===== config.mk =====
export PLATFORM = sky130hd
export DESIGN_NAME = sbi_irq_flag_ctrl
export DESIGN_NICKNAME = d
export VERILOG_FILES = /design/src/rtl/sbi_irq_pkg.sv /design/src/rtl/sbi_irq_master_track.sv /design/src/rtl/sbi_irq_addr_window.sv /design/src/rtl/sbi_irq_event_sel.sv /design/src/rtl/sbi_irq_flag_reg.sv /design/src/rtl/sbi_irq_flag_ctrl.sv
export SDC_FILE = /design/constraint.sdc
export NUM_CORES = 1
export LEC_CHECK = 0
export BUFFER_PORTS_ARGS = -buffer_cell sky130_fd_sc_hd__buf_2
export CAP_MARGIN = 10
export CORE_AREA = 2 2 39 41
export DETAILED_ROUTE_END_ITERATION = 8
export DIE_AREA = 0 0 41 43
export HOLD_SLACK_MARGIN = 0.02
export PLACE_DENSITY_LB_ADDON = 0.2
export SLEW_MARGIN = 20
export SYNTH_ARGS = -nofsm -noshare
export SYNTH_HDL_FRONTEND = slang
export SYNTH_SLANG_ARGS = --single-unit

===== constraint.sdc =====
create_clock -name clk -period 2.62 [get_ports clk]
set_input_delay 0.262 -clock clk [delete_from_list [all_inputs] [get_ports clk]]
set_output_delay 0.262 -clock clk [all_outputs]
set_load 0.03 [all_outputs]

===== src/rtl/sbi_irq_pkg.sv =====
package sbi_irq_pkg;
  localparam int MODE_W = 2;

  typedef enum logic [MODE_W-1:0] {
    MODE_MASTER = 2'b00,
    MODE_SLAVE  = 2'b01,
    MODE_SYNC   = 2'b10,
    MODE_IDLE   = 2'b11
  } sbi_mode_e;

  // Edge that ends a master byte depends on whether a wait is inserted.
  function automatic logic master_byte_end(input logic wait_en,
                                           input logic c8_fall,
                                           input logic c9_rise);
    return wait_en ? c8_fall : c9_rise;
  endfunction

  // A data transfer ends when either buffer changes state.
  function automatic logic data_end(input logic tx_empty, input logic rx_full);
    return tx_empty | rx_full;
  endfunction

  // A received NACK counts only while acknowledge checking is on.
  function automatic logic nack_seen(input logic chk_en, input logic valid,
                                     input logic ack_bit);
    return chk_en & valid & ack_bit;
  endfunction
endpackage


===== src/rtl/sbi_irq_master_track.sv =====
module sbi_irq_master_track (
  input  logic clk,
  input  logic rst_n,
  input  logic start_issued_i,
  input  logic start_det_i,
  input  logic stop_det_i,
  input  logic arb_lost_i,
  output logic start_pend_o,
  output logic arb_lost_o
);
  logic start_pend_q, arb_lost_q;

  always_ff @(posedge clk or negedge rst_n) begin
    if (!rst_n) begin
      start_pend_q <= 1'b0;
    end else if (start_issued_i) begin
      start_pend_q <= 1'b1;
    end else if (start_det_i || stop_det_i) begin
      start_pend_q <= 1'b0;
    end
  end

  always_ff @(posedge clk or negedge rst_n) begin
    if (!rst_n) begin
      arb_lost_q <= 1'b0;
    end else if (arb_lost_i) begin
      arb_lost_q <= 1'b1;
    end else if (stop_det_i || start_issued_i) begin
      arb_lost_q <= 1'b0;
    end
  end

  assign start_pend_o = start_pend_q;
  assign arb_lost_o   = arb_lost_q;

  p_pend_follows_issue_r2: assert property (@(posedge clk) disable iff (!rst_n)
    start_issued_i |=> start_pend_o);
  p_stop_forgets_loss_r4: assert property (@(posedge clk) disable iff (!rst_n)
    (stop_det_i && !arb_lost_i) |=> !arb_lost_o);
endmodule


===== src/rtl/sbi_irq_addr_window.sv =====
module sbi_irq_addr_window (
  input  logic clk,
  input  logic rst_n,
  input  logic slave_mode_i,
  input  logic addr_match_i,
  input  logic gcall_det_i,
  input  logic start_det_i,
  input  logic stop_det_i,
  output logic win_open_o
);
  logic win_q;
  logic open_ev, close_ev;

  assign open_ev  = slave_mode_i & (addr_match_i | gcall_det_i);
  assign close_ev = start_det_i | stop_det_i | ~slave_mode_i;

  always_ff @(posedge clk or negedge rst_n) begin
    if (!rst_n) begin
      win_q <= 1'b0;
    end else if (open_ev) begin
      win_q <= 1'b1;
    end else if (close_ev) begin
      win_q <= 1'b0;
    end
  end

  assign win_open_o = win_q;

  p_window_opens_r6: assert property (@(posedge clk) disable iff (!rst_n)
    (slave_mode_i && (addr_match_i || gcall_det_i)) |=> win_open_o);
  p_window_closes_r7: assert property (@(posedge clk) disable iff (!rst_n)
    ((start_det_i || stop_det_i) && !addr_match_i && !gcall_det_i) |=> !win_open_o);
endmodule


===== src/rtl/sbi_irq_event_sel.sv =====
module sbi_irq_event_sel
  import sbi_irq_pkg::*;
(
  input  logic              clk,
  input  logic              rst_n,
  input  logic [MODE_W-1:0] mode_i,
  input  logic              wait_en_i,
  input  logic              ack_chk_en_i,
  input  logic              start_pend_i,
  input  logic              arb_lost_i,
  input  logic              win_open_i,
  input  logic              start_det_i,
  input  logic              stop_det_i,
  input  logic              clk8_fall_i,
  input  logic              clk9_rise_i,
  input  logic              addr_rcvd_i,
  input  logic              addr_match_i,
  input  logic              gcall_det_i,
  input  logic              ack_valid_i,
  input  logic              ack_bit_i,
  input  logic              tx_empty_i,
  input  logic              rx_full_i,
  output logic              set_ev_o,
  output logic              nack_o
);
  logic is_master, is_slave, is_sync;
  logic ev_m_start, ev_m_byte, ev_m_arb_addr, ev_nack;
  logic ev_s_addr, ev_s_data, ev_s_stop;
  logic ev_y_data, ev_y_start;
  logic nack_q;

  assign is_master = (mode_i == MODE_MASTER);
  assign is_slave  = (mode_i == MODE_SLAVE);
  assign is_sync   = (mode_i == MODE_SYNC);

  assign ev_m_start    = is_master & start_det_i & start_pend_i;
  assign ev_m_byte     = is_master & master_byte_end(wait_en_i, clk8_fall_i, clk9_rise_i);
  assign ev_m_arb_addr = is_master & arb_lost_i & addr_rcvd_i;
  assign ev_nack       = (is_master | is_slave) & nack_seen(ack_chk_en_i, ack_valid_i, ack_bit_i);
  assign ev_s_addr     = is_slave & (addr_match_i | gcall_det_i);
  assign ev_s_data     = is_slave & win_open_i & data_end(tx_empty_i, rx_full_i);
  assign ev_s_stop     = is_slave & stop_det_i;
  assign ev_y_data     = is_sync & data_end(tx_empty_i, rx_full_i);
  assign ev_y_start    = is_sync & start_det_i;

  assign set_ev_o = ev_m_start | ev_m_byte | ev_m_arb_addr | ev_nack |
                    ev_s_addr | ev_s_data | ev_s_stop | ev_y_data | ev_y_start;

  always_ff @(posedge clk or negedge rst_n) begin
    if (!rst_n) begin
      nack_q <= 1'b0;
    end else if (ev_nack) begin
      nack_q <= 1'b1;
    end else if ((is_master | is_slave) & ack_chk_en_i & ack_valid_i & ~ack_bit_i) begin
      nack_q <= 1'b0;
    end
  end

  assign nack_o = nack_q;

  p_nack_latch_r5: assert property (@(posedge clk) disable iff (!rst_n)
    ev_nack |=> nack_o);
  p_sync_only_data_start_r9: assert property (@(posedge clk) disable iff (!rst_n)
    (is_sync && !start_det_i && !tx_empty_i && !rx_full_i) |-> !set_ev_o);
  p_idle_silent_r9: assert property (@(posedge clk) disable iff (!rst_n)
    (mode_i == MODE_IDLE) |-> !set_ev_o);
  p_slave_data_gated_r7: assert property (@(posedge clk) disable iff (!rst_n)
    (is_slave && !win_open_i && !stop_det_i && !addr_match_i && !gcall_det_i &&
     !(ack_chk_en_i && ack_valid_i && ack_bit_i)) |-> !set_ev_o);
endmodule


===== src/rtl/sbi_irq_flag_reg.sv =====
module sbi_irq_flag_reg (
  input  logic clk,
  input  logic rst_n,
  input  logic set_ev_i,
  input  logic rd_en_i,
  input  logic wr_en_i,
  input  logic wr_data_i,
  output logic flag_o,
  output logic armed_o
);
  logic flag_q, armed_q;
  logic clr_ok;

  assign clr_ok = wr_en_i & ~wr_data_i & armed_q;

  always_ff @(posedge clk or negedge rst_n) begin
    if (!rst_n) begin
      flag_q <= 1'b0;
    end else if (set_ev_i) begin
      flag_q <= 1'b1;
    end else if (clr_ok) begin
      flag_q <= 1'b0;
    end
  end

  always_ff @(posedge clk or negedge rst_n) begin
    if (!rst_n) begin
      armed_q <= 1'b0;
    end else if (wr_en_i) begin
      armed_q <= 1'b0;
    end else if (rd_en_i && flag_q) begin
      armed_q <= 1'b1;
    end
  end

  assign flag_o  = flag_q;
  assign armed_o = armed_q;

  p_set_wins_r11: assert property (@(posedge clk) disable iff (!rst_n)
    set_ev_i |=> flag_o);
  p_no_set_by_write_r10: assert property (@(posedge clk) disable iff (!rst_n)
    (!flag_o && !set_ev_i) |=> !flag_o);
  p_clear_needs_arm_r10: assert property (@(posedge clk) disable iff (!rst_n)
    (flag_o && !armed_o) |=> flag_o);
  p_write_disarms_r10: assert property (@(posedge clk) disable iff (!rst_n)
    wr_en_i |=> !armed_o);
endmodule


===== src/rtl/sbi_irq_flag_ctrl.sv =====
module sbi_irq_flag_ctrl
  import sbi_irq_pkg::*;
(
  input  logic              clk,
  input  logic              rst_n,
  input  logic [MODE_W-1:0] mode_i,
  input  logic              wait_en_i,
  input  logic              ack_chk_en_i,
  input  logic              irq_en_i,
  input  logic              start_issued_i,
  input  logic              start_det_i,
  input  logic              stop_det_i,
  input  logic              clk8_fall_i,
  input  logic              clk9_rise_i,
  input  logic              arb_lost_i,
  input  logic              addr_rcvd_i,
  input  logic              addr_match_i,
  input  logic              gcall_det_i,
  input  logic              ack_valid_i,
  input  logic              ack_bit_i,
  input  logic              tx_empty_i,
  input  logic              rx_full_i,
  input  logic              rd_en_i,
  input  logic              wr_en_i,
  input  logic              wr_data_i,
  output logic              rd_data_o,
  output logic              flag_o,
  output logic              nack_o,
  output logic              irq_o
);
  logic start_pend, arb_lost, win_open, set_ev, flag, armed;

  sbi_irq_master_track u_mtrack (
    .clk(clk), .rst_n(rst_n),
    .start_issued_i(start_issued_i), .start_det_i(start_det_i),
    .stop_det_i(stop_det_i), .arb_lost_i(arb_lost_i),
    .start_pend_o(start_pend), .arb_lost_o(arb_lost)
  );

  sbi_irq_addr_window u_window (
    .clk(clk), .rst_n(rst_n),
    .slave_mode_i(mode_i == MODE_SLAVE),
    .addr_match_i(addr_match_i), .gcall_det_i(gcall_det_i),
    .start_det_i(start_det_i), .stop_det_i(stop_det_i),
    .win_open_o(win_open)
  );

  sbi_irq_event_sel u_sel (
    .clk(clk), .rst_n(rst_n),
    .mode_i(mode_i), .wait_en_i(wait_en_i), .ack_chk_en_i(ack_chk_en_i),
    .start_pend_i(start_pend), .arb_lost_i(arb_lost), .win_open_i(win_open),
    .start_det_i(start_det_i), .stop_det_i(stop_det_i),
    .clk8_fall_i(clk8_fall_i), .clk9_rise_i(clk9_rise_i),
    .addr_rcvd_i(addr_rcvd_i), .addr_match_i(addr_match_i),
    .gcall_det_i(gcall_det_i), .ack_valid_i(ack_valid_i),
    .ack_bit_i(ack_bit_i), .tx_empty_i(tx_empty_i), .rx_full_i(rx_full_i),
    .set_ev_o(set_ev), .nack_o(nack_o)
  );

  sbi_irq_flag_reg u_flag (
    .clk(clk), .rst_n(rst_n),
    .set_ev_i(set_ev), .rd_en_i(rd_en_i),
    .wr_en_i(wr_en_i), .wr_data_i(wr_data_i),
    .flag_o(flag), .armed_o(armed)
  );

  assign flag_o    = flag;
  assign rd_data_o = flag;
  assign irq_o     = flag & irq_en_i;

  p_master_start_r2: assert property (@(posedge clk) disable iff (!rst_n)
    (mode_i == MODE_MASTER && start_det_i && start_pend) |=> flag_o);
  p_arb_addr_r4: assert property (@(posedge clk) disable iff (!rst_n)
    (mode_i == MODE_MASTER && arb_lost && addr_rcvd_i) |=> flag_o);
  p_slave_stop_r8: assert property (@(posedge clk) disable iff (!rst_n)
    (mode_i == MODE_SLAVE && stop_det_i) |=> flag_o);
  p_irq_needs_enable_r12: assert property (@(posedge clk) disable iff (!rst_n)
    !irq_en_i |-> !irq_o);
endmodule


==> run metrics, run 1 <==
status finished, final reports clean; I/O pin count 27; port bufs 26; sequential fraction of the synthesis area 0.472; number of global-route vias before repair 316; Crit path largest cell delay 410 ps; Setup Skew 2.70 ps; Reg2Reg Depth 3; Placer Congestion 0.682; final hold vios 0; Netlist cell types 18; r2r setup slk 1650 ps; Post-Syn Area per Cell around 9.3 um^2; unrepaired setup endpoints after global routing no; Die Span Y 43 um; Max-slew headroom 0.852; FF-to-FF End u_flag.flag_o; CTS tree built; Post-layout nets just under 90; post-route clock period utilization 0.473; Setup crit end kind output port; DR DRC count 0; min Tclk post-route between 1000 and 1500 ps; first-pass GRT wire length 1190 um; Syn Nets 57; overall global routing resource usage 0.104; Final Util 0.356; reg2reg start u_window.win_open_o; Worst Hold Depth 2; Detail Route Antenna Nets 0; data arrival time of the worst path 980 ps; Mapped Cells 34; initial antenna violation count 0; via count 344; startpoint types flop; clk slew on worst S/H paths 40 ps; TritonRoute pass-1 iters 4; CP required about 2400 ps; Area Growth Syn to Fin 55.1%; Die Wd 41 um; worst slew pin tran 221 ps; clock sinks 6; ys flop type dfrtp_1; Final setup violation count 0; WHS Endpoint u_flag.armed_o; WL final 796 um; share of flip-flops with an asynchronous set or reset 1.00; Crit path depth 2; CTS Buffer Depth 2; top-count cell post-synth dfrtp_1; crit path kind flop to output port; WP buf/inv 1; Max Clk Rate 0.807 GHz; clk_lat worst skew roughly 230 ps; initial core utilization 0.230; PwrDens 482 nW/um^2; vias per cell 4.35; Core Footprint 1380 um^2; Cell Area, Synth approximately 320 um^2; post-route setup TNS 0 ps; most frequent cells after synthesis 6 x dfrtp_1, 4 x nand2_1, 4 x nor2_1; cells along the critical path and2_1, buf_2; Die ar. 1760 um^2; total CTS buffers 3; Synth top area share 0.472; hold slack between 150 and 200 ps; max-cap violations 0; CP delay by family, top flip-flops; htree depth 1; flop and latch count out of synthesis 6; row count 14; Post-DP HPWL 680 um; worst vdd ir 0.355 mV; Starting DRT DRC Count 3; Ys Warns 0; DR WL/cell 10.1 um; hold_sp wr_en_i; Hold WC Path Type input pin to flop; Power Total 0.238 mW; Yosys top cell by area dfrtp_1; share of cells above drive strength 1 0.476; Inserted Diodes 0; EDFF count, synth 0; Slew Limit Fails 0; ranking of synthesized cells by area dfrtp_1 47%, a21oi_1 4.7%, o21ai_0 4.7%, a21o_1 4.7%, nand2_1 4.7%; grt ovf 0; CP Max Fanout 5; crit path max-delay cell type dfrtp_1; post-cts resize count 0; largest net degree at the start of global routing 7; cell leakage power 0.259 nW; Root Driver clkbuf_4
-- how the worst max path moves through the flow --
stage                             start            end  slack (ps)
after floorplan           u_flag.flag_o          irq_o        1480
after global placement      gcall_det_i  u_flag.flag_o        1490
after detailed placement    gcall_det_i  u_flag.flag_o        1480
after CTS                 u_flag.flag_o          irq_o        1360
after global routing      u_flag.flag_o          irq_o        1330
final                     u_flag.flag_o          irq_o        1380
-- sequential cells by signal (all words and copies together) (netlist names) --
register,flops
u_mtrack.start_pend_o,1
u_window.win_open_o,1
u_flag.armed_o,1
u_flag.flag_o,1
u_sel.nack_o,1
u_mtrack.arb_lost_o,1
-- power by group --
group	switching [mW]	internal [mW]	total (mW)
sequential	0.00404	0.100	0.104
combinational	0.0289	0.0251	0.0540
clock	0.0278	0.0514	0.0792
-- layout make-up --
| cell class | instances | area, um^2 |
|---|---|---|
| Timing Repair Buffer | 27 | 140 |
| Inverter | 1 | 3.75 |
| Tap cell | 16 | 20.0 |
| Sequential cell | 6 | 150 |
| Multi-Input combinational cell | 26 | 156 |
| Clock buffer | 3 | 22.5 |
| Fill cell | 151 | 891 |
-- per-stage QoR --
step                      instances  cell area, um^2  setup WS (ps)
after floorplan                  34              318           1480
after global placement           75              460           1490
after detailed placement         75              460           1480
after CTS                        79              493           1360
after global routing             79              493           1330
final                            79              493           1380
-- worst reg2reg max path, cell delays in order (launching register included) --
cell and delay, ps:
dfrtp_1 390, o21ai_0 80, a21oi_1 90, a221o_1 300
-- cell usage in the layout (no fill, tap or decap) --
master         count
buf_2             26
dfrtp_1            6
nor2_1             4
nand2_1            4
o21ai_0            3
a21oi_1            3
clkbuf_4           3
a21o_1             2
and2_1             1
nor3_1             1
nor4b_2            1
nand2b_1           1
nand4_1            1
inv_1              1
and3b_1            1
nand4b_1           1
a221o_1            1
a211oi_1           1
nor3b_1            1
dlygate4sd3_1      1
-- timing repair --
item                                   CTS  global route
endpoints found under the hold margin    6             0
hold buffers                             1             0
setup buffers                            0             0
-- metal layers --
| metal | global-route usage | part of all wire | vias to the layer above |
|---|---|---|---|
| li1 | - | - | 183 |
| met1 | 0.123 | 0.41 | 152 |
| met2 | 0.150 | 0.52 | 9 |
| met3 | 0.0785 | 0.067 | 0 |
| met4 | 0.0200 | 0 | 0 |
| met5 | 0 | 0 | - |
-- logic make-up after synthesis --
family / Yosys count / synth area share
flip-flops: 6 / 0.472
buffers and inverters: 2 / 0.0354
AND/OR/NAND/NOR: 16 / 0.295
AO/OA/AOI/OAI: 10 / 0.197
No activity file was read; power rests on OpenSTA's default activity.
==> inputs of run 2 (changes only) <==
- clock period: 2.62 -> 1.3 ns (I/O delays scaled with it)
==> run metrics, run 2 (synthesized netlist as in run 1, its figures left out) <==
Inserted Diodes 0 (unchanged); Metal-1 WL 274 um (-16%); hold_sp wr_en_i; Hold WC Path Type input pin to flop; worst setup margin 189 ps (-1190 ps); data arrival time of the worst path 980 ps (about the same); htree depth 1 (unchanged); Reg2Reg Depth 3 (unchanged); total CTS buffers 3 (unchanged); CP delay by family, top flip-flops; status finished, final reports clean; via count 358 (+4.1%); first-pass GRT wire length 1260 um (+6.4%); Core Footprint 1380 um^2 (unchanged); Power Total 0.483 mW (+100%); FF-to-FF End u_flag.flag_o; clk slew on worst S/H paths 40 ps (about the same); CP required 1170 ps (-1190 ps); CTS Buffer Depth 2 (unchanged); crit path max-delay cell type dfrtp_1; final cell count without fillers 79 (unchanged); final hold vios 0 (unchanged); min Tclk post-route 1110 ps; unrepaired setup endpoints after global routing no; largest net degree at the start of global routing 7 (unchanged); Area Growth Syn to Fin 55.1% (unchanged); Top Layer Used met4; Root Driver clkbuf_4; WP buf/inv 1 (unchanged); startpoint types flop; Die Wd 41 um (unchanged); Max Clk Rate about 0.9 GHz; Post-layout nets 88 (unchanged); met3 wire len 77 um (+45%); Setup Skew 1.77 ps (-0.925 ps); clk_lat worst skew 240 ps (about the same); Die Span Y 43 um (unchanged); initial core utilization 0.230 (unchanged); worst vdd ir 0.673 mV (+89%); WL final 772 um (-3.0%); I/O pin count 27 (unchanged); post-route setup TNS 0 ps (unchanged); Placer Congestion 0.680 (-0.23%); reg2reg start u_mtrack.start_pend_o; max-cap violations 0 (unchanged); Crit path largest cell delay 410 ps (about the same); WHS Endpoint u_flag.armed_o; CP Max Fanout 5 (unchanged); hold slack 58.0 ps (-140 ps); PwrDens 980 nW/um^2 (+100%); Crit path depth 2 (unchanged); Final setup violation count 0 (unchanged); worst slew pin tran 228 ps (+6.34 ps); Max-slew headroom 0.847 (-0.00425); fill count 148 (-2.0%); CTS tree built; crit path kind flop to output port; commonest non-fill, non-tap cells in the layout 26 x buf_2, 6 x dfrtp_1, 4 x nor2_1, 4 x nand2_1; Finished Cell Area 493 um^2 (unchanged); Starting DRT DRC Count 7 (+4); share of cells above drive strength 1 0.476 (unchanged); Detail Route Antenna Nets 0 (unchanged); Placement Cell Area 460 um^2 (unchanged); post-route clock period utilization 0.855; Final Util 0.356 (unchanged); Die ar. 1760 um^2 (unchanged); dpl cells 75 (unchanged); Setup crit end kind output port; most common cell after layout, fill and taps aside buf_2; DR WL/cell 9.77 um (-3.0%); clock sinks 6 (unchanged); Post-DP HPWL 662 um (-2.7%); cells along the critical path and2_1, buf_2; DP Worst Slack 282 ps (-1200 ps); TritonRoute pass-1 iters 2 (-2); DR DRC count 0 (unchanged); Worst Hold Depth 2 (unchanged); vias per cell 4.53 (+4.1%); port bufs 26 (unchanged); number of global-route vias before repair 352 (+11%); Slew Limit Fails 0 (unchanged); grt ovf 0 (unchanged); r2r setup slk 340 ps (-1310 ps); row count 14 (unchanged); initial antenna violation count 0 (unchanged); met2 wire length 402 um (-2.9%); cell leakage power 0.259 nW (unchanged); overall global routing resource usage 0.115 (+0.0102)
run 2: cell counts in the layout (fill, tap and decap cells not counted):
Identical to the previous run, type by type.
run 2: worst max-delay path by stage:
stage | from | endpoint
4_1_cts | u_flag.flag_o | irq_o
5_1_grt | u_flag.flag_o | irq_o
6_report | u_flag.flag_o | irq_o
3_5_place_dp | gcall_det_i | u_flag.flag_o
3_3_place_gp | gcall_det_i | u_flag.flag_o
2_1_floorplan | u_flag.flag_o | u_flag.flag_o
run 2: layout make-up:
type | count | area [um^2] | area share
sequential | 6 | 150 | 0.305
tap | 16 | 20.0 | 0.0406
multi-input combinational | 26 | 156 | 0.317
clock buffer | 3 | 22.5 | 0.0457
inverter | 1 | 3.75 | 0.00761
timing repair buffer | 27 | 140 | 0.284
run 2: report_power, final:
part | switching, mW | internal (mW) | total [mW]
registers | 0.00760 | 0.202 | 0.210
logic | 0.0579 | 0.0506 | 0.109
clock network | 0.0610 | 0.104 | 0.165
run 2: worst register-to-register path: stages, from the launching register on:
cell and delay [ps]:
dfrtp_1 370, nand2_1 70, nand4_1 80, a221o_1 320
run 2: what timing repair did:
action,4_1_cts,5_1_grt
endpoints found under the hold margin,6,0
setup buffers,0,0
gates resized for setup,0,0
hold buffers,1,0
run 2: per-layer routing:
layer | vias to the layer above | GRT usage
li1 | 181 | -
met1 | 163 | 0.113
met2 | 10 | 0.163
met3 | 4 | 0.0785
met4 | 0 | 0.0800
met5 | - | 0
==> inputs of run 3 (changes only) <==
- CTS_BUF_LIST: unset -> sky130_fd_sc_hd__clkbuf_16
==> run metrics, run 3 (synthesized netlist as in run 1, its figures left out) <==
status finished, final reports clean; Top Layer Used met3; fill count 144 (-2.7%); reg2reg start u_mtrack.start_pend_o; worst slew pin tran 228 ps (-0.160 ps); r2r setup slk 340 ps (about the same); grt ovf 0 (unchanged); Setup Skew 2.01 ps (+0.234 ps); Power Total 0.804 mW (+66%); vias per cell 4.58 (+1.1%); CTS tree built; FF-to-FF End u_flag.flag_o; met3 wire len 79 um (+2.6%); Inserted Diodes 0 (unchanged); min Tclk post-route 1090 ps (-16.6 ps); PwrDens 1470 nW/um^2 (+50%); number of global-route vias before repair 353 (+0.28%); post-cts resize count 0 (unchanged); Metal-1 WL 278 um (+1.5%); largest net degree at the start of global routing 7 (unchanged); Die Wd 41 um (unchanged); most common cell after layout, fill and taps aside buf_2; Slew Limit Fails 0 (unchanged); initial core utilization 0.230 (unchanged); unrepaired setup endpoints after global routing no; Core Footprint 1380 um^2 (unchanged); cell leakage power 0.283 nW (+8.9%); Die ar. 1760 um^2 (unchanged); Max Clk Rate 0.913 GHz (+1.5%); CP required 1170 ps (about the same); DR DRC count 0 (unchanged); Placer Congestion 0.680 (unchanged); clk slew on worst S/H paths 30 ps (about the same); post-route clock period utilization 0.842 (-0.0128); worst vdd ir 0.877 mV (+30%); CTS Buffer Depth 2 (unchanged); initial antenna violation count 0 (unchanged); Finished Cell Area 546 um^2 (+11%); port bufs 26 (unchanged); Die Span Y 43 um (unchanged); Area Growth Syn to Fin 71.7%; Setup crit end kind output port; Root Driver clkbuf_16; htree depth 1 (unchanged); TritonRoute pass-1 iters 2 (unchanged); max-cap violations 0 (unchanged); row count 14 (unchanged); Placement Cell Area 460 um^2 (unchanged); crit path kind flop to output port; Reg area 150 um^2 (unchanged); Detail Route Antenna Nets 0 (unchanged); WHS Endpoint u_flag.armed_o; I/O pin count 27 (unchanged); Worst Hold Depth 2 (unchanged); hold_sp wr_en_i; clock sinks 6 (unchanged); post-route setup TNS 0 ps (unchanged); Post-DP HPWL 662 um (unchanged); first-pass GRT wire length 1210 um (-3.8%); total CTS buffers 3 (unchanged); data arrival time of the worst path 960 ps (-20 ps); DR WL/cell 9.94 um (+1.7%); CP Max Fanout 5 (unchanged); WL final 785 um (+1.7%); Starting DRT DRC Count 7 (unchanged); overall global routing resource usage 0.105 (-0.00934); final hold vios 0 (unchanged); via count 362 (+1.1%); met2 wire length 426 um (+6.0%); startpoint types flop; area of the multi-input gates 156 um^2 (unchanged); share of cells above drive strength 1 0.476 (unchanged); Max-slew headroom 0.847 (about the same); Post-layout nets 88 (unchanged); Final setup violation count 0 (unchanged); Hold WC Path Type input pin to flop; commonest non-fill, non-tap cells in the layout 26 x buf_2, 6 x dfrtp_1, 4 x nor2_1, 4 x nand2_1; clk_lat worst skew 230 ps (about the same); Reg2Reg Depth 3 (unchanged)
[run 3: cell types whose count changed in the layout (fill, tap and decap cells not counted)]
cell       delta
clkbuf_4      -3
clkbuf_16     +3
[run 3: per-layer routing]
metal,track usage,up-vias
met5,0,-
met4,0.0200,0
met3,0.0785,0
met2,0.163,10
met1,0.112,171
li1,-,181
[run 3: cell type report]
cell class                 instances  area share
multi-input combinational         26       0.287
sequential                         6       0.275
timing repair buffer              27       0.257
clock buffer                       3       0.138
tap                               16      0.0367
inverter                           1     0.00688
[run 3: critical path, cell delays in order (launching register included)]
cell and delay [ps]:
dfrtp_1 410, and2_1 170, buf_2 170
[run 3: timing repair]
| action | CTS | global route |
|---|---|---|
| hold endpoints to repair | 6 | 0 |
| buffers inserted | 0 | 0 |
| hold buffers | 1 | 0 |
[run 3: power breakdown]
| part | total (mW) | internal (mW) | switching (mW) |
|---|---|---|---|
| clock network | 0.485 | 0.394 | 0.0915 |
| logic | 0.109 | 0.0506 | 0.0583 |
| registers | 0.210 | 0.203 | 0.00751 |
[run 3: worst max-delay path by stage]
stage                             start            end  slack (ps)  depth (start not counted)
final                     u_flag.flag_o          irq_o         210                          2
after global routing      u_flag.flag_o          irq_o         180                          2
after CTS                 u_flag.flag_o          irq_o         200                          2
after detailed placement    gcall_det_i  u_flag.flag_o         280                          4
after global placement      gcall_det_i  u_flag.flag_o         300                          4
after floorplan           u_flag.flag_o  u_flag.flag_o         280                          3
[run 3: through the flow]
step                instances  setup WS, ps  hold slack, ps  utilization
floorplan                  34           283            -166            -
global placement           75           300           -38.9        0.333
detailed placement         75           282           -45.2        0.333
CTS                        79           197            75.9        0.394
global route               79           178            81.7        0.394
finish                     79           205            77.5        0.394
